$ cat config.mk
export PLATFORM = sky130hd
export DESIGN_NAME = sar_adc_seq
export DESIGN_NICKNAME = d
export VERILOG_FILES = /design/src/rtl/sar_pkg.sv /design/src/rtl/sar_tick_gen.sv /design/src/rtl/sar_seq_fsm.sv /design/src/rtl/sar_code_reg.sv /design/src/rtl/sar_adc_seq.sv
export SDC_FILE = /design/constraint.sdc
export NUM_CORES = 1
export LEC_CHECK = 0
export ABC_CLOCK_PERIOD_IN_PS = 2180
export CAP_MARGIN = 25
export CORE_MARGIN = 2
export CORE_UTILIZATION = 35
export CTS_CLUSTER_DIAMETER = 60
export CTS_CLUSTER_SIZE = 8
export DETAILED_ROUTE_END_ITERATION = 6
export GPL_TIMING_DRIVEN = 0
export PLACE_DENSITY = 0.64
export SLEW_MARGIN = 5
export SYNTH_ARGS = -nofsm -noshare
export SYNTH_HDL_FRONTEND = slang
export SYNTH_SLANG_ARGS = --single-unit
export TNS_END_PERCENT = 1
$ cat constraint.sdc
create_clock -name clk -period 2.18 [get_ports clk]
set_clock_uncertainty 0.05 [all_clocks]
set_input_delay 0.327 -clock clk [delete_from_list [all_inputs] [get_ports clk]]
set_output_delay 0.327 -clock clk [all_outputs]
set_load 0.01 [all_outputs]
$ cat src/rtl/sar_pkg.sv
// Shared types for the successive-approximation sequencer.
package sar_pkg;

    // Phase of one conversion.
    typedef enum logic [1:0] {
        PH_IDLE   = 2'd0,
        PH_SAMPLE = 2'd1,
        PH_CONV   = 2'd2,
        PH_SETTLE = 2'd3
    } sar_phase_t;

endpackage

$ cat src/rtl/sar_tick_gen.sv
// Conversion timebase enable.
// Produces one tick per timebase cycle: every system cycle at full rate,
// every second cycle at half rate. The rate is latched when a start is
// accepted, and the phase restarts so the first half-rate tick lands on the
// second edge after the start. Assumes launch_i is a single-cycle pulse.
module sar_tick_gen (
    input  logic clk,
    input  logic rst_n,
    input  logic launch_i,
    input  logic run_i,
    input  logic half_i,
    output logic tick_o
);

    logic half_q;
    logic ph_q;

    // Latch the rate at launch and toggle the phase while running.
    always_ff @(posedge clk) begin
        if (!rst_n) begin
            half_q <= 1'b0;
            ph_q   <= 1'b0;
        end else if (launch_i) begin
            half_q <= half_i;
            ph_q   <= 1'b0;
        end else if (run_i) begin
            ph_q   <= ~ph_q;
        end
    end

    // Tick on every cycle at full rate, on odd phase at half rate.
    always_comb tick_o = half_q ? ph_q : 1'b1;

    // at half rate no two consecutive ticks while running.
    a_r3_half_rate_gap: assert property (@(posedge clk) disable iff (!rst_n)
        (half_q && run_i && !launch_i && tick_o) |=> !tick_o);

endmodule

$ cat src/rtl/sar_seq_fsm.sv
// Phase sequencer.
// Steps through sampling, per-bit decision slots and the settle period,
// counting timebase ticks. It emits single-cycle strobes at entry to the
// decision phase, at each slot end and at completion. Assumes tick_i comes
// from sar_tick_gen and that SAMPLE_CYC and the slot length are nonzero.
module sar_seq_fsm
    import sar_pkg::*;
#(
    parameter int RES_BITS   = 8,
    parameter int SAMPLE_CYC = 12,
    parameter int TOTAL_CYC  = 160
) (
    input  logic                        clk,
    input  logic                        rst_n,
    input  logic                        start_i,
    input  logic                        tick_i,
    output logic                        launch_o,
    output logic                        busy_o,
    output logic                        sample_o,
    output logic                        enter_conv_o,
    output logic                        decide_o,
    output logic                        finish_o,
    output logic [$clog2(RES_BITS)-1:0] idx_o
);

    localparam int SLOT_CYC    = (TOTAL_CYC - SAMPLE_CYC) / RES_BITS;
    localparam int SETTLE_CYC  = TOTAL_CYC - SAMPLE_CYC - SLOT_CYC * RES_BITS;
    localparam int CNT_W       = $clog2(TOTAL_CYC + 1);
    localparam int IDX_W       = $clog2(RES_BITS);
    localparam logic [CNT_W-1:0] SAMPLE_LAST = CNT_W'(SAMPLE_CYC - 1);
    localparam logic [CNT_W-1:0] SLOT_LAST   = CNT_W'(SLOT_CYC - 1);
    localparam logic [CNT_W-1:0] SETTLE_LAST = CNT_W'((SETTLE_CYC == 0) ? 0 : SETTLE_CYC - 1);
    localparam logic [IDX_W-1:0] IDX_TOP     = IDX_W'(RES_BITS - 1);

    sar_phase_t       phase_q;
    logic [CNT_W-1:0] cnt_q;
    logic [IDX_W-1:0] idx_q;
    logic             last_decide;

    // Strobes decoded from phase, tick and counter.
    always_comb begin
        launch_o     = (phase_q == PH_IDLE) && start_i;
        busy_o       = (phase_q != PH_IDLE);
        sample_o     = (phase_q == PH_SAMPLE);
        enter_conv_o = (phase_q == PH_SAMPLE) && tick_i && (cnt_q == SAMPLE_LAST);
        decide_o     = (phase_q == PH_CONV) && tick_i && (cnt_q == SLOT_LAST);
        last_decide  = decide_o && (idx_q == '0);
        finish_o     = ((phase_q == PH_SETTLE) && tick_i && (cnt_q == SETTLE_LAST))
                    || ((SETTLE_CYC == 0) && last_decide);
        idx_o        = idx_q;
    end

    // Phase, tick counter and bit index update.
    always_ff @(posedge clk) begin
        if (!rst_n) begin
            phase_q <= PH_IDLE;
            cnt_q   <= '0;
            idx_q   <= '0;
        end else begin
            case (phase_q)
                PH_IDLE: begin
                    if (start_i) begin
                        phase_q <= PH_SAMPLE;
                        cnt_q   <= '0;
                    end
                end
                PH_SAMPLE: begin
                    if (tick_i) begin
                        if (cnt_q == SAMPLE_LAST) begin
                            phase_q <= PH_CONV;
                            cnt_q   <= '0;
                            idx_q   <= IDX_TOP;
                        end else begin
                            cnt_q <= cnt_q + 1'b1;
                        end
                    end
                end
                PH_CONV: begin
                    if (tick_i) begin
                        if (cnt_q == SLOT_LAST) begin
                            cnt_q <= '0;
                            if (idx_q == '0) begin
                                phase_q <= (SETTLE_CYC == 0) ? PH_IDLE : PH_SETTLE;
                            end else begin
                                idx_q <= idx_q - 1'b1;
                            end
                        end else begin
                            cnt_q <= cnt_q + 1'b1;
                        end
                    end
                end
                default: begin
                    if (tick_i) begin
                        if (cnt_q == SETTLE_LAST) begin
                            phase_q <= PH_IDLE;
                            cnt_q   <= '0;
                        end else begin
                            cnt_q <= cnt_q + 1'b1;
                        end
                    end
                end
            endcase
        end
    end

    // slot counter never passes the slot length during decisions.
    a_r2_slot_bound: assert property (@(posedge clk) disable iff (!rst_n)
        (phase_q == PH_CONV) |-> (cnt_q <= SLOT_LAST));

    // sampling never follows directly on a decision slot.
    a_r4_sample_entry: assert property (@(posedge clk) disable iff (!rst_n)
        $rose(sample_o) |-> $past(phase_q == PH_IDLE));

endmodule

$ cat src/rtl/sar_code_reg.sv
// Trial code and result registers.
// Clears the trial code at launch and sets the MSB when decisions begin. At
// each slot end it keeps or clears the current bit from the comparator and
// sets the next lower bit. The result loads from the resolved code at finish.
// Assumes decide_i and finish_i come from sar_seq_fsm.
module sar_code_reg #(
    parameter int RES_BITS = 8
) (
    input  logic                        clk,
    input  logic                        rst_n,
    input  logic                        launch_i,
    input  logic                        enter_conv_i,
    input  logic                        decide_i,
    input  logic                        finish_i,
    input  logic                        cmp_i,
    input  logic [$clog2(RES_BITS)-1:0] idx_i,
    output logic [RES_BITS-1:0]         code_o,
    output logic [RES_BITS-1:0]         result_o
);

    logic [RES_BITS-1:0] code_q;
    logic [RES_BITS-1:0] code_d;
    logic [RES_BITS-1:0] result_q;

    // Next trial code: apply the decision for the current bit.
    always_comb begin
        code_d = code_q;
        if (decide_i) begin
            if (!cmp_i) code_d[idx_i] = 1'b0;
            if (idx_i != '0) code_d[idx_i - 1'b1] = 1'b1;
        end
    end

    // Trial code register.
    always_ff @(posedge clk) begin
        if (!rst_n) begin
            code_q <= '0;
        end else if (launch_i) begin
            code_q <= '0;
        end else if (enter_conv_i) begin
            code_q <= {1'b1, {(RES_BITS-1){1'b0}}};
        end else begin
            code_q <= code_d;
        end
    end

    // Result register, loaded once per conversion.
    always_ff @(posedge clk) begin
        if (!rst_n) begin
            result_q <= '0;
        end else if (finish_i) begin
            result_q <= code_d;
        end
    end

    assign code_o   = code_q;
    assign result_o = result_q;

    // decisions begin at the MSB.
    a_r5_msb_first: assert property (@(posedge clk) disable iff (!rst_n)
        enter_conv_i |=> (code_q == {1'b1, {(RES_BITS-1){1'b0}}}));

endmodule

$ cat src/rtl/sar_adc_seq.sv
// Successive-approximation converter sequencer, top level.
// Accepts a start while idle and latches the input select and rate. It runs
// the sample, decision and settle phases, then loads the result, sets done
// and pulses the interrupt. Assumes cmp_i reflects the current dac_code_o
// within the same cycle.
module sar_adc_seq #(
    parameter int RES_BITS   = 8,
    parameter int CHAN_BITS  = 3,
    parameter int SAMPLE_CYC = 12,
    parameter int TOTAL_CYC  = 160
) (
    input  logic                 clk,
    input  logic                 rst_n,
    input  logic                 start_i,
    input  logic [CHAN_BITS-1:0] chan_i,
    input  logic                 clk_half_i,
    input  logic                 cmp_i,
    output logic [CHAN_BITS-1:0] mux_sel_o,
    output logic                 sample_en_o,
    output logic [RES_BITS-1:0]  dac_code_o,
    output logic                 busy_o,
    output logic [RES_BITS-1:0]  result_o,
    output logic                 done_o,
    output logic                 irq_o
);

    localparam int IDX_W = $clog2(RES_BITS);

    logic             tick;
    logic             launch;
    logic             busy;
    logic             sample;
    logic             enter_conv;
    logic             decide;
    logic             finish;
    logic [IDX_W-1:0] idx;
    logic [CHAN_BITS-1:0] chan_q;
    logic             done_q;
    logic             irq_q;

    sar_tick_gen u_tick (
        .clk      (clk),
        .rst_n    (rst_n),
        .launch_i (launch),
        .run_i    (busy),
        .half_i   (clk_half_i),
        .tick_o   (tick)
    );

    sar_seq_fsm #(
        .RES_BITS   (RES_BITS),
        .SAMPLE_CYC (SAMPLE_CYC),
        .TOTAL_CYC  (TOTAL_CYC)
    ) u_fsm (
        .clk          (clk),
        .rst_n        (rst_n),
        .start_i      (start_i),
        .tick_i       (tick),
        .launch_o     (launch),
        .busy_o       (busy),
        .sample_o     (sample),
        .enter_conv_o (enter_conv),
        .decide_o     (decide),
        .finish_o     (finish),
        .idx_o        (idx)
    );

    sar_code_reg #(
        .RES_BITS (RES_BITS)
    ) u_code (
        .clk          (clk),
        .rst_n        (rst_n),
        .launch_i     (launch),
        .enter_conv_i (enter_conv),
        .decide_i     (decide),
        .finish_i     (finish),
        .cmp_i        (cmp_i),
        .idx_i        (idx),
        .code_o       (dac_code_o),
        .result_o     (result_o)
    );

    // Latch the input select at an accepted start.
    always_ff @(posedge clk) begin
        if (!rst_n)      chan_q <= '0;
        else if (launch) chan_q <= chan_i;
    end

    // Done flag and completion pulse.
    always_ff @(posedge clk) begin
        if (!rst_n) begin
            done_q <= 1'b0;
            irq_q  <= 1'b0;
        end else begin
            irq_q <= finish;
            if (launch)      done_q <= 1'b0;
            else if (finish) done_q <= 1'b1;
        end
    end

    assign mux_sel_o   = chan_q;
    assign sample_en_o = sample;
    assign busy_o      = busy;
    assign done_o      = done_q;
    assign irq_o       = irq_q;

    // the interrupt lasts one cycle.
    a_r8_irq_single: assert property (@(posedge clk) disable iff (!rst_n)
        irq_o |=> !irq_o);

    // the interrupt coincides with the done flag.
    a_r8_irq_with_done: assert property (@(posedge clk) disable iff (!rst_n)
        irq_o |-> done_o);

    // the result moves only together with the interrupt.
    a_r8_result_hold: assert property (@(posedge clk) disable iff (!rst_n)
        !$stable(result_o) |-> irq_o);

    // sampling happens only inside a conversion.
    a_r4_sample_busy: assert property (@(posedge clk) disable iff (!rst_n)
        sample_en_o |-> busy_o);

    // select held for the whole conversion (also covers R6).
    a_r7_select_hold: assert property (@(posedge clk) disable iff (!rst_n)
        (busy_o && $past(busy_o)) |-> $stable(mux_sel_o));

    // trial code changes only on a timebase tick.
    a_r5_code_on_tick: assert property (@(posedge clk) disable iff (!rst_n)
        (busy_o && !tick) |=> $stable(dac_code_o));

endmodule

# Yosys cells after proc, flatten, opt, wreduce, memory -nomap -nowiden

Cells that the tools add are included.

Bits in writable memories: 0
Bits of input ports: 8
ROM bits: 0
Memories kept: 0
Word-level logic and storage cells: 89
Latch bits: 0
Output and inout bits: 23
Bits in registers: 36

Div/mod/pow operators: 0
$mul: 0
Add/sub/neg operators: 2
Eq/ne operators: 13
Reductions and logical operators: 21
Bitwise gates (word level): 5
Shift operators: 0
Magnitude comparators: 4
Multiplexer cells: 33

Operators with widths:

| kind                | number |
|---|---|
| $mux 8              | 12 |
| $pmux 8 s3          | 1 |
| $mux 2              | 8 |
| $mux 3              | 5 |
| $logic_and 1x1->1   | 9 |
| $add 8x1->8 const B | 1 |
| $and 8x8->8         | 1 |
| $eq 8x2->1 const B  | 1 |
| $eq 8x4->1 const B  | 1 |
| $eq 8x5->1 const B  | 1 |
| $lt 3x4->1 const B  | 2 |
| $ne 2x2->1 const B  | 4 |
| $not 8->8           | 1 |
| $or 8x8->8          | 1 |
| $reduce_and 8->1    | 1 |
| $demux 1 s3         | 2 |
| $ge 3x1->1 const B  | 2 |
| $ne 2x1->1 const B  | 3 |
| $pmux 2 s3          | 1 |
| $pmux 3 s2          | 1 |
| $reduce_and 6->1    | 1 |
| $reduce_bool 2->1   | 3 |
| $eq 2x2->1 const B  | 2 |
| $reduce_and 4->1    | 1 |
| other kinds (10)    | 13 |

# Depth between registers and ports, before layout

Gate-level depths: netlist of the first run.

Depth in word-level cells: 12
Mapped depth: 8
Depth with buffers taken out: 6

# Hierarchy

A second synthesis of the first run with hierarchy kept.

Cells, all modules: 209
Area, all modules: 1869.3 um^2

By module, submodules not included:

| module       | area an instance (um^2) | instances | cells each |
|---|---|---|---|
| sar_seq_fsm  | 927.1                   | 1         | 109 |
| sar_code_reg | 691.9                   | 1         | 79 |
| sar_adc_seq  | 166.4                   | 1         | 14 |
| sar_tick_gen | 83.8                    | 1         | 7 |

# Worst setup path before layout of the first run

Ideal clock, no wire load.

Path kind: reg-to-reg
From: register u_fsm.phase_q[1]
To: register u_fsm.cnt_q[4]
Arrival time: 1854 ps
Setup slack: 183 ps
Stages on the path, launching flop included: 8
Path through: dfxtp_1 -> inv_1 -> ha_1 -> or3b_1 -> a21o_1 -> buf_6 -> nand3b_4 -> o311ai_2

Word-level cells in the longest chain between the ends: 3
Elaborated cells on any way between the ends: 9
Those cells by class: eq/ne: 5; mux: 1; reduce/logical: 3

Ends and longest elaborated chain:

| item                       | line              | RTL |
|---|---|---|
| from (decl)                | sar_seq_fsm.sv:35 | `sar_phase_t phase_q;` |
| from (signal assigned)     | sar_seq_fsm.sv:83 | `phase_q <= (SETTLE_CYC == 0) ? PH_IDLE : PH_SETTLE;` |
| $eq 2x1->1 (*)             | n/a               |  |
| net sample_en_o            | sar_adc_seq.sv:19 | `output logic sample_en_o,` |
| $ne 2x1->1 (no line)       | n/a               |  |
| $reduce_and 4->1 (no line) | n/a               |  |
| to (signal assigned)       | sar_seq_fsm.sv:74 | `cnt_q <= cnt_q + 1'b1;` |
| to (signal assigned)       | sar_seq_fsm.sv:88 | `cnt_q <= cnt_q + 1'b1;` |
| to (signal assigned)       | sar_seq_fsm.sv:98 | `cnt_q <= cnt_q + 1'b1;` |
| to (decl)                  | sar_seq_fsm.sv:36 | `logic [CNT_W-1:0] cnt_q;` |

The timed path passes the listed nets; every way through them passes the cells marked *.
A chain may end at the register's enable or synchronous reset.

# Worst setup path after layout of the first run

From: register u_fsm.cnt_q[0]
To: register u_code.result_q[3], in the netlist u_code.result_o[3]

Word-level cells in the longest chain between the ends: 3
Elaborated cells on any way between the ends: 5
Those cells by class: eq/ne: 2; mux: 1; reduce/logical: 2

Ends and longest elaborated chain:

| item                 | line               | RTL |
|---|---|---|
| $eq 8x5->1           | sar_seq_fsm.sv:46  | `decide_o = (phase_q == PH_CONV) && tick_i && (cnt_q == SLOT_LAST);` |
| $logic_and 1x1->1    | sar_seq_fsm.sv:46  |  |
| $mux 8               | sar_code_reg.sv:28 | `if (decide_i) begin` |
| to (signal assigned) | sar_code_reg.sv:52 | `result_q <= code_d;` |
| to (decl)            | sar_code_reg.sv:23 | `logic [RES_BITS-1:0] result_q;` |

Parallel ways exist; a longest one is shown, timed or not.

==> impl_metrics.env, run 1 <==
export IMPL_ys_types=57
export IMPL_cts_buffer_depth=2
export IMPL_hpwlAfterDp_um=3510
export IMPL_fill_cells=569
export IMPL_crit_path_end_kind="register"
export IMPL_slew_headroom=0.588
export IMPL_diodes=0
export IMPL_synth_flop_cell="dfxtp_1"
export IMPL_coreArea_um2=5540
export IMPL_ys_seq_elements=36
export IMPL_setup_ws_ns=0.102
export IMPL_grt_total_usage=0.166
export IMPL_antenna_found_initial=0
export IMPL_path_clk_slew_ns=0.08
export IMPL_cts_buffers=5
export IMPL_p_total_mw=2.32
export IMPL_p_per_area_nw_per_um2=924
export IMPL_path_class="register to register"
export IMPL_finalNetCount=281
export IMPL_synth_area_um2=2020
export IMPL_port_buffers=29
export IMPL_num_rows=27
export IMPL_hold_viol=0
export IMPL_cts_setup_buffers=0
export IMPL_drtIter0Drc=93
export IMPL_wl_um=4780
export IMPL_start_util=0.365
export IMPL_crit_fanout=10
export IMPL_finalSetupViolations=0
export IMPL_die_x_um=80.0
export IMPL_yosysWarnings=0
export IMPL_routedWlPerCell_um=14.2
export IMPL_clock_sinks=36
export IMPL_overflow=0
export IMPL_mostFrequentLayoutCells="dfxtp_1, clkdlybuf4s50_1, nand3_1"
export IMPL_clk_latency_ns=0.30
export IMPL_multi_input_area_um2=1170
export IMPL_worstMarginPinSlew_ns=0.616
export IMPL_seq_area_um2=726
export IMPL_timing_final_crit_share=0.953
export IMPL_rsz0062_at_grt="true"
export IMPL_vias_per_cell=5.33
export IMPL_pre_cts_ws_ns=-0.0400
export IMPL_dr_pass1_iters=4
export IMPL_layout_min_cycle_time_ns=2.08
export IMPL_syn_instance_count=228
export IMPL_ctsHtreeMaxLevel=2
export IMPL_worstSetupStartpointType="register"
export IMPL_p_leak_nw=0.878
export IMPL_cts_tree="built"
export IMPL_drc_errors=0
export IMPL_die_h_um=80.0
export IMPL_cp_required_ns=2.30
export IMPL_status="completed"
export IMPL_synth_edf_count=0
export IMPL_clockRootBuffer="clkbuf_8"
export IMPL_grt_start_max_net_pins=12
export IMPL_final_layout_size_suffix_gt1_frac=0.151
export IMPL_final_common_cell="dfxtp_1"
export IMPL_min_path_type="register to register"
export IMPL_syn_avg_cell_area_um2=8.87
export IMPL_cap_violations=0
export IMPL_synth_seq_area_share=0.356
export IMPL_gp_congestion=0.878
export IMPL_antenna_left=0
export IMPL_max_freq_mhz=481
export IMPL_asyncSetResetFlopFracSynth=0
export IMPL_whs_ns=0.411
export IMPL_via_count=1795
export IMPL_syn_num_nets=245
export IMPL_io_pins=31
export IMPL_arrival_ns=2.20
export IMPL_vdd_drop_max_mv=0.502
export IMPL_grt_pass1_vias=1704
export IMPL_dieArea_um2=6400
export IMPL_syn2layout_area_growth_pct=24.4
export IMPL_grt_pass1_wl_um=8320
export IMPL_finalMaxSlewViolations=0
flip-flops by register name (all words and copies together) (netlist names):
register / flops
irq_o: 1
u_tick.ph_q: 1
mux_sel_o: 3
u_code.result_o: 8
u_fsm.cnt_q: 8
u_fsm.phase_q: 2
u_code.code_o: 8
done_o: 1
u_fsm.idx_o: 3
u_tick.half_q: 1
synthesized netlist by cell type (3+ instances only):
cell | instances | share of area
dfxtp_1 | 36 | 0.36
nand3_1 | 21 | 0.052
o21ai_0 | 17 | 0.042
nand2_1 | 14 | 0.026
nor2_1 | 14 | 0.026
a21oi_1 | 13 | 0.032
inv_1 | 10 | 0.019
a31oi_1 | 9 | 0.028
ha_1 | 9 | 0.056
nand4_1 | 8 | 0.025
buf_6 | 5 | 0.028
clkbuf_1 | 4 | 0.0074
nand2b_1 | 4 | 0.012
nand4b_1 | 4 | 0.017
nor2b_1 | 4 | 0.012
or3_1 | 4 | 0.012
and2_1 | 3 | 0.0093
o211ai_1 | 3 | 0.011
layer usage:
metal | part of all wire | GRT usage | wire, µm
met1 | 0.51 | 0.229 | 2440
met2 | 0.44 | 0.255 | 2110
met4 | 0.016 | 0.0610 | 78
met5 | 0 | 0 | 0
met3 | 0.030 | 0.0328 | 144
timing repair:
item                                    in CTS  in global routing
cloned                                       0                  0
pin swaps                                    0                  0
resized for setup                            1                  8
hold endpoints to repair                     0                  0
endpoints found under the setup margin       2                 30
hold buffers                                 0                  0
power by group:
part	total [mW]	switching (mW)	internal, mW
sequential	0.799	0.0656	0.734
combinational	1.01	0.589	0.425
clock	0.511	0.254	0.257
final cells by class:
cell class,instances,area share
multi-input combinational,168,0.465
timing repair buffer,29,0.116
inverter,11,0.0164
clock inverter,1,0.00298
tap,72,0.0358
clock buffer,7,0.0343
buffer,13,0.0403
sequential,36,0.288
per-stage QoR:
| stage | area, µm² | utilization | std cells | setup TNS, ns |
|---|---|---|---|---|
| detailed placement | 2400 | 0.434 | 329 | -0.0489 |
| global route | 2520 | 0.454 | 337 | -0.0512 |
| floorplan | 2020 | - | 228 | 0 |
| global placement | 2400 | 0.434 | 329 | -0.120 |
| CTS | 2500 | 0.451 | 337 | 0 |
| finish | 2520 | 0.454 | 337 | 0 |
worst paths after layout:
| path | start | to | slack [ns] | cells past startpoint |
|---|---|---|---|---|
| max | u_fsm.cnt_q[0] | u_code.result_o[3] | 0.10 | 5 |
| min | mux_sel_o[0] | mux_sel_o[0] | 0.41 | 2 |
| max reg2reg | u_fsm.cnt_q[0] | u_code.result_o[3] | 0.10 | 5 |
| min reg2reg | mux_sel_o[0] | mux_sel_o[0] | 0.41 | 2 |
kinds of logic after synthesis:
group	share of synthesized area
XOR/XNOR	0.00866
adder cells (fa/ha/maj)	0.0557
buffers and inverters	0.0699
AND/OR/NAND/NOR	0.288
flip-flops	0.356
multiplexers	0.00990
AO/OA/AOI/OAI	0.211
worst max-delay path, stage by stage, from the launching register on:
cell,delay (ns)
dfxtp_2,0.38
ha_2,0.22
or3b_4,0.44
nor4_4,0.55
buf_6,0.21
a31oi_1,0.09
Note: power is estimated with default switching activity, not from simulation.
==> run 2, diff against run 1 <==
- CTS_CLUSTER_DIAMETER: 60 -> 200
==> results of run 2 <==
Same layout as run 1: the final DEF is identical, and so are final timing and power.
